## src/rtl/cev_pkg.sv

```systemverilog
package cev_pkg;
   localparam int unsigned NUM_SRC = 4;

   typedef enum logic [1:0] {
      SRC_CTX_IN   = 2'd0,
      SRC_DATA_IN  = 2'd1,
      SRC_DATA_OUT = 2'd2,
      SRC_CTX_OUT  = 2'd3
   } src_e;

   typedef logic [NUM_SRC-1:0] src_vec_t;

   // offsets of the DMA enables above the configured base bit
   localparam int unsigned DMA_OFS_DIN     = 0;
   localparam int unsigned DMA_OFS_DOUT    = 1;
   localparam int unsigned DMA_OFS_CTX_IN  = 2;
   localparam int unsigned DMA_OFS_CTX_OUT = 3;
endpackage

```

## src/rtl/cev_flag.sv

```systemverilog
module cev_flag #(
   parameter bit SET_WINS = 1'b1
) (
   input  logic clk,
   input  logic rst_n,
   input  logic set_i,
   input  logic clr_i,
   output logic flag_o
);
   logic flag_q;

   generate
      if (SET_WINS) begin : g_set_pri
         always_ff @(posedge clk or negedge rst_n) begin
            if (!rst_n)      flag_q <= 1'b0;
            else if (set_i)  flag_q <= 1'b1;
            else if (clr_i)  flag_q <= 1'b0;
         end
      end else begin : g_clr_pri
         always_ff @(posedge clk or negedge rst_n) begin
            if (!rst_n)      flag_q <= 1'b0;
            else if (clr_i)  flag_q <= 1'b0;
            else if (set_i)  flag_q <= 1'b1;
         end
      end
   endgenerate

   assign flag_o = flag_q;
endmodule

```

## src/rtl/cev_regs.sv

```systemverilog
module cev_regs #(
   parameter int unsigned NSRC  = 4,
   parameter int unsigned CFG_W = 10
) (
   input  logic             clk,
   input  logic             rst_n,
   input  logic             en_we,
   input  logic [NSRC-1:0]  en_wd,
   input  logic             cfg_we,
   input  logic [CFG_W-1:0] cfg_wd,
   output logic [NSRC-1:0]  en_o,
   output logic [CFG_W-1:0] cfg_o
);
   logic [NSRC-1:0]  en_q;
   logic [CFG_W-1:0] cfg_q;

   always_ff @(posedge clk or negedge rst_n) begin
      if (!rst_n)     en_q <= '0;
      else if (en_we) en_q <= en_wd;
   end

   always_ff @(posedge clk or negedge rst_n) begin
      if (!rst_n)      cfg_q <= '0;
      else if (cfg_we) cfg_q <= cfg_wd;
   end

   assign en_o  = en_q;
   assign cfg_o = cfg_q;
endmodule

```

## src/rtl/cev_route.sv

```systemverilog
module cev_route
   import cev_pkg::*;
#(
   parameter int unsigned CFG_W      = 10,
   parameter int unsigned DMA_EN_LSB = 5,
   parameter int unsigned REMAP_BIT  = 9
) (
   input  src_vec_t         status_i,
   input  src_vec_t         en_i,
   input  logic [CFG_W-1:0] cfg_i,
   output src_vec_t         pend_o,
   output src_vec_t         dma_o,
   output logic             rdy_ctx_o,
   output logic             rdy_save_o,
   output logic             rdy_in_o,
   output logic             rdy_out_o
);
   src_vec_t dma_en;
   logic     remap;
   src_vec_t eff;   // status after optional folding of context-out
   logic     unused_cfg;

   assign remap = cfg_i[REMAP_BIT];
   assign dma_en[SRC_CTX_IN]   = cfg_i[DMA_EN_LSB + DMA_OFS_CTX_IN];
   assign dma_en[SRC_DATA_IN]  = cfg_i[DMA_EN_LSB + DMA_OFS_DIN];
   assign dma_en[SRC_DATA_OUT] = cfg_i[DMA_EN_LSB + DMA_OFS_DOUT];
   assign dma_en[SRC_CTX_OUT]  = cfg_i[DMA_EN_LSB + DMA_OFS_CTX_OUT];
   assign unused_cfg = ^cfg_i;

   always_comb begin
      eff = status_i;
      if (remap) begin
         eff[SRC_DATA_OUT] = status_i[SRC_DATA_OUT] | status_i[SRC_CTX_OUT];
         eff[SRC_CTX_OUT]  = 1'b0;
      end
   end

   assign pend_o = eff & en_i;
   assign dma_o  = eff & dma_en;

   assign rdy_save_o = status_i[SRC_CTX_OUT];
   assign rdy_ctx_o  = status_i[SRC_CTX_IN] & ~status_i[SRC_CTX_OUT];
   assign rdy_in_o   = status_i[SRC_DATA_IN];
   assign rdy_out_o  = status_i[SRC_DATA_OUT];
endmodule

```

## src/rtl/cev_irq_out.sv

```systemverilog
module cev_irq_out #(
   parameter int unsigned NSRC    = 4,
   parameter bit          IRQ_REG = 1'b1
) (
   input  logic            clk,
   input  logic            rst_n,
   input  logic [NSRC-1:0] pend_i,
   output logic            irq_o
);
   generate
      if (IRQ_REG) begin : g_reg
         logic irq_q;
         always_ff @(posedge clk or negedge rst_n) begin
            if (!rst_n) irq_q <= 1'b0;
            else        irq_q <= |pend_i;
         end
         assign irq_o = irq_q;
      end else begin : g_comb
         logic unused_clk;
         assign unused_clk = clk ^ rst_n;
         assign irq_o = |pend_i;
      end
   endgenerate
endmodule

```

## src/rtl/cryp_evt_ctrl.sv

```systemverilog
module cryp_evt_ctrl
   import cev_pkg::*;
#(
   parameter int unsigned CFG_W      = 10,
   parameter int unsigned DMA_EN_LSB = 5,
   parameter int unsigned REMAP_BIT  = 9,
   parameter bit          SET_WINS   = 1'b1,
   parameter bit          IRQ_REG    = 1'b1
) (
   input  logic                 clk,
   input  logic                 rst_n,
   input  logic                 evt_ctx_in,
   input  logic                 evt_din,
   input  logic                 evt_dout,
   input  logic                 evt_ctx_out,
   input  logic                 save_ctx,
   input  logic                 svc_ctx_wr,
   input  logic                 svc_din_wr,
   input  logic                 svc_dout_rd,
   input  logic                 svc_tag_rd,
   input  logic                 irq_en_we,
   input  logic [NUM_SRC-1:0]   irq_en_wd,
   input  logic                 cfg_we,
   input  logic [CFG_W-1:0]     cfg_wd,
   output logic [NUM_SRC-1:0]   irq_status,
   output logic                 irq,
   output logic [NUM_SRC-1:0]   dma_req,
   output logic                 rdy_ctx,
   output logic                 rdy_save,
   output logic                 rdy_in,
   output logic                 rdy_out,
   output logic                 reset_done
);
   localparam int unsigned DMA_EN_MSB = DMA_EN_LSB + NUM_SRC - 1;

   initial begin
      assert (CFG_W > REMAP_BIT)
         else $fatal(1, "configuration word too narrow for remap bit");
      assert (DMA_EN_MSB < CFG_W)
         else $fatal(1, "DMA enable field exceeds configuration word");
      assert (REMAP_BIT > DMA_EN_MSB || REMAP_BIT < DMA_EN_LSB)
         else $fatal(1, "remap bit overlaps DMA enable field");
   end

   src_vec_t         set_v, clr_v, status, en_q, pend;
   logic [CFG_W-1:0] cfg_q;
   logic             done_q;

   assign set_v[SRC_CTX_IN]   = evt_ctx_in;
   assign set_v[SRC_DATA_IN]  = evt_din;
   assign set_v[SRC_DATA_OUT] = evt_dout;
   assign set_v[SRC_CTX_OUT]  = evt_ctx_out & save_ctx;

   assign clr_v[SRC_CTX_IN]   = svc_ctx_wr;
   assign clr_v[SRC_DATA_IN]  = svc_din_wr;
   assign clr_v[SRC_DATA_OUT] = svc_dout_rd;
   assign clr_v[SRC_CTX_OUT]  = svc_tag_rd;

   for (genvar i = 0; i < NUM_SRC; i++) begin : g_flag
      cev_flag #(.SET_WINS(SET_WINS)) u_flag (
         .clk    (clk),
         .rst_n  (rst_n),
         .set_i  (set_v[i]),
         .clr_i  (clr_v[i]),
         .flag_o (status[i])
      );
   end

   cev_regs #(.NSRC(NUM_SRC), .CFG_W(CFG_W)) u_regs (
      .clk    (clk),
      .rst_n  (rst_n),
      .en_we  (irq_en_we),
      .en_wd  (irq_en_wd),
      .cfg_we (cfg_we),
      .cfg_wd (cfg_wd),
      .en_o   (en_q),
      .cfg_o  (cfg_q)
   );

   cev_route #(
      .CFG_W(CFG_W), .DMA_EN_LSB(DMA_EN_LSB), .REMAP_BIT(REMAP_BIT)
   ) u_route (
      .status_i   (status),
      .en_i       (en_q),
      .cfg_i      (cfg_q),
      .pend_o     (pend),
      .dma_o      (dma_req),
      .rdy_ctx_o  (rdy_ctx),
      .rdy_save_o (rdy_save),
      .rdy_in_o   (rdy_in),
      .rdy_out_o  (rdy_out)
   );

   cev_irq_out #(.NSRC(NUM_SRC), .IRQ_REG(IRQ_REG)) u_irq (
      .clk    (clk),
      .rst_n  (rst_n),
      .pend_i (pend),
      .irq_o  (irq)
   );

   always_ff @(posedge clk or negedge rst_n) begin
      if (!rst_n) done_q <= 1'b0;
      else        done_q <= 1'b1;
   end

   assign reset_done = done_q;
   assign irq_status = status;
endmodule

```

## config.mk

```make
export PLATFORM = sky130hd
export DESIGN_NAME = cryp_evt_ctrl
export DESIGN_NICKNAME = d
export VERILOG_FILES = /design/src/rtl/cev_pkg.sv /design/src/rtl/cev_flag.sv /design/src/rtl/cev_regs.sv /design/src/rtl/cev_route.sv /design/src/rtl/cev_irq_out.sv /design/src/rtl/cryp_evt_ctrl.sv
export SDC_FILE = /design/constraint.sdc
export NUM_CORES = 1
export LEC_CHECK = 0
export ABC_AREA = 1
export CAP_MARGIN = 20
export CELL_PAD_IN_SITES_DETAIL_PLACEMENT = 1
export CELL_PAD_IN_SITES_GLOBAL_PLACEMENT = 1
export CORE_MARGIN = 4
export CORE_UTILIZATION = 27
export DETAILED_ROUTE_END_ITERATION = 7
export GPL_ROUTABILITY_DRIVEN = 0
export GPL_TIMING_DRIVEN = 0
export PLACE_DENSITY = 0.86
export SYNTH_ARGS = -nofsm -noshare
export SYNTH_HDL_FRONTEND = slang
export SYNTH_HIERARCHICAL = 1
export SYNTH_SLANG_ARGS = --single-unit
```

## constraint.sdc

```tcl
create_clock -name clk -period 1.1 [get_ports clk]
set_clock_uncertainty 0.15 [all_clocks]
set_input_delay 0.11 -clock clk [delete_from_list [all_inputs] [get_ports clk]]
set_output_delay 0.11 -clock clk [all_outputs]
set_load 0.01 [all_outputs]
```

==> flow_summary.json <==
{
  "status": "complete, but fails checks",
  "violations": "negative setup slack",
  "gr-usage-all-layers": 0.125,
  "grt_pass1_vias": 766,
  "ioPinCount": 41,
  "nets": 169,
  "routed_wl_mm": 2.04,
  "clock_sinks": 15,
  "clkTransAtPathRegs_ps": 90,
  "antenna_found_initial": 0,
  "ctsRootBufferMaster": "clkbuf_4",
  "cts_tree": "done",
  "dieArea_mm2": 0.00341,
  "drt-initial-drc-count": 12,
  "clk_path_buf_depth": 2,
  "period_share": 1.23,
  "cts_made_buffers": 3,
  "crit_path_start_kind": "flop",
  "wl_per_cell_um": 12.0,
  "critPathTopFamily": "flip-flops",
  "drv_slew": 0,
  "drc": 0,
  "syn-cell-area_um2": 686,
  "viasPerCell": 4.14,
  "grt_overflow": 0,
  "area_growth_pct": 74.6,
  "layout_common_cells": "nand2_1, clkdlybuf4s50_1, inv_1",
  "initial_core_util": 0.296,
  "cp_num_buf_inv": 2,
  "power.leakage_nw": 0.677,
  "cp.arrival_ps": 1090,
  "nFillCells": 289,
  "mostFrequentLayoutCell": "nand2_1",
  "slowest_stage": "dfrtp_2",
  "fin_crit_ps": 1350,
  "required_ps": 840,
  "postPlaceCellArea_mm2": 0.00107,
  "hold_path_class": "in2async",
  "cp-end-kind": "primary output",
  "postCtsHoldBufs": 0,
  "rsz0062_at_grt": "true",
  "synth_nets": 119,
  "drive_gt1_frac": 0.326,
  "cts_max_level": 1,
  "drv_cap": 0,
  "ys_warn_count": 6,
  "place_hpwl_mm": 1.42,
  "num_rows": 17,
  "die_w_um": 58.4,
  "relSlewSlack": 0.540,
  "instances_no_fill": 169,
  "worst_pin_slew_ps": 688,
  "fin_area_mm2": 0.00120,
  "die_y_um": 58.4,
  "hold_violations": 0,
  "insertion_delay_ps": 270,
  "synth.avg_cell_area_um2": 7.45,
  "grt_pass1_wl_mm": 3.26,
  "worst_slack_ps": -252,
  "io_buffers": 35,
  "grt_max_degree": 16,
  "power_density_mw_per_mm2": 1100,
  "hold_slack_ps": 94.8,
  "drt_first_pass_iters": 4,
  "vias": 699,
  "fmax_ghz": 0.739,
  "critPathMaxStageDelay_ps": 460,
  "placedCellCount": 155,
  "setup_viol_count_final": 11,
  "synthCells": 92,
  "peakVddDrop_mv": 0.696,
  "antenna_cells": 0,
  "core_mm2": 0.00232,
  "crit_chain": "buf_6 -> nand2_4 -> nor2_2 -> buf_2",
  "cp_max_fo": 5,
  "setup-tns-final_ps": -1740,
  "crit_type": "reg2out",
  "ant_nets": 0
}
-- metrics by stage --
step                      worst slack [ps]   util  total power (W)
after floorplan                        100      -         0.000750
after global placement                -408  0.462         0.000939
after detailed placement              -460  0.462         0.000952
after CTS                             -245  0.495          0.00129
after global routing                  -323  0.516          0.00140
final                                 -252  0.516          0.00131
-- flip-flops by register name, summed over array words and instances, names as in the netlist --
name / flops
u_irq/irq_o: 1
u_regs/cfg_o: 5
reset_done: 1
u_regs/en_o: 4
g_flag.u_flag/flag_o: 4
-- path summary, 6_finish.rpt --
| check | startpoint | to | slack [ps] | cells past startpoint |
|---|---|---|---|---|
| setup / recovery | g_flag[3].u_flag/flag_o | dma_req[3] | -250 | 4 |
| max in group asynchronous | rst_n | g_flag[3].u_flag/flag_o | 230 | 1 |
| hold / removal | rst_n | u_regs/en_o[3] | 90 | 1 |
| setup reg to reg | g_flag[3].u_flag/flag_o | u_irq/irq_o | -80 | 6 |
| hold reg to reg | u_regs/cfg_o[8] | u_regs/cfg_o[8] | 340 | 2 |
| min in group clk | evt_din | g_flag[1].u_flag/flag_o | 200 | 3 |
-- cell type report --
cell class / count / area, um^2 / share of cell area
multi-input cells: 51 / 223 / 0.186
well taps: 28 / 35.0 / 0.0293
clock buffers: 4 / 26.3 / 0.0219
flip-flops and latches: 15 / 378 / 0.316
plain buffers: 3 / 30.0 / 0.0251
repair buffers: 46 / 423 / 0.353
inverters: 22 / 82.6 / 0.0690
-- repair_timing --
item,CTS,global route
pin swaps,5,3
setup buffers,9,3
gates resized for setup,65,19
endpoints found under the setup margin,14,15
cloned,0,0
-- layer usage --
metal,part of all wire,track usage,vias up,routed length [um]
met2,0.57,0.247,22,1150
met4,0.0049,0.0397,0,10
li1,-,-,349,-
met3,0.064,0.0241,2,130
met5,0,0,-,0
met1,0.36,0.130,326,740
-- report_power, final --
group | total (W) | internal (W) | leakage [nW] | switching (W)
logic | 0.000368 | 0.000213 | 0.488 | 0.000154
clock network | 0.000308 | 0.000140 | 0.0150 | 0.000167
registers | 0.000637 | 0.000599 | 0.175 | 0.0000371
total | 0.00131 | 0.000953 | 0.677 | 0.000359
(Power assumes the default switching activity.)
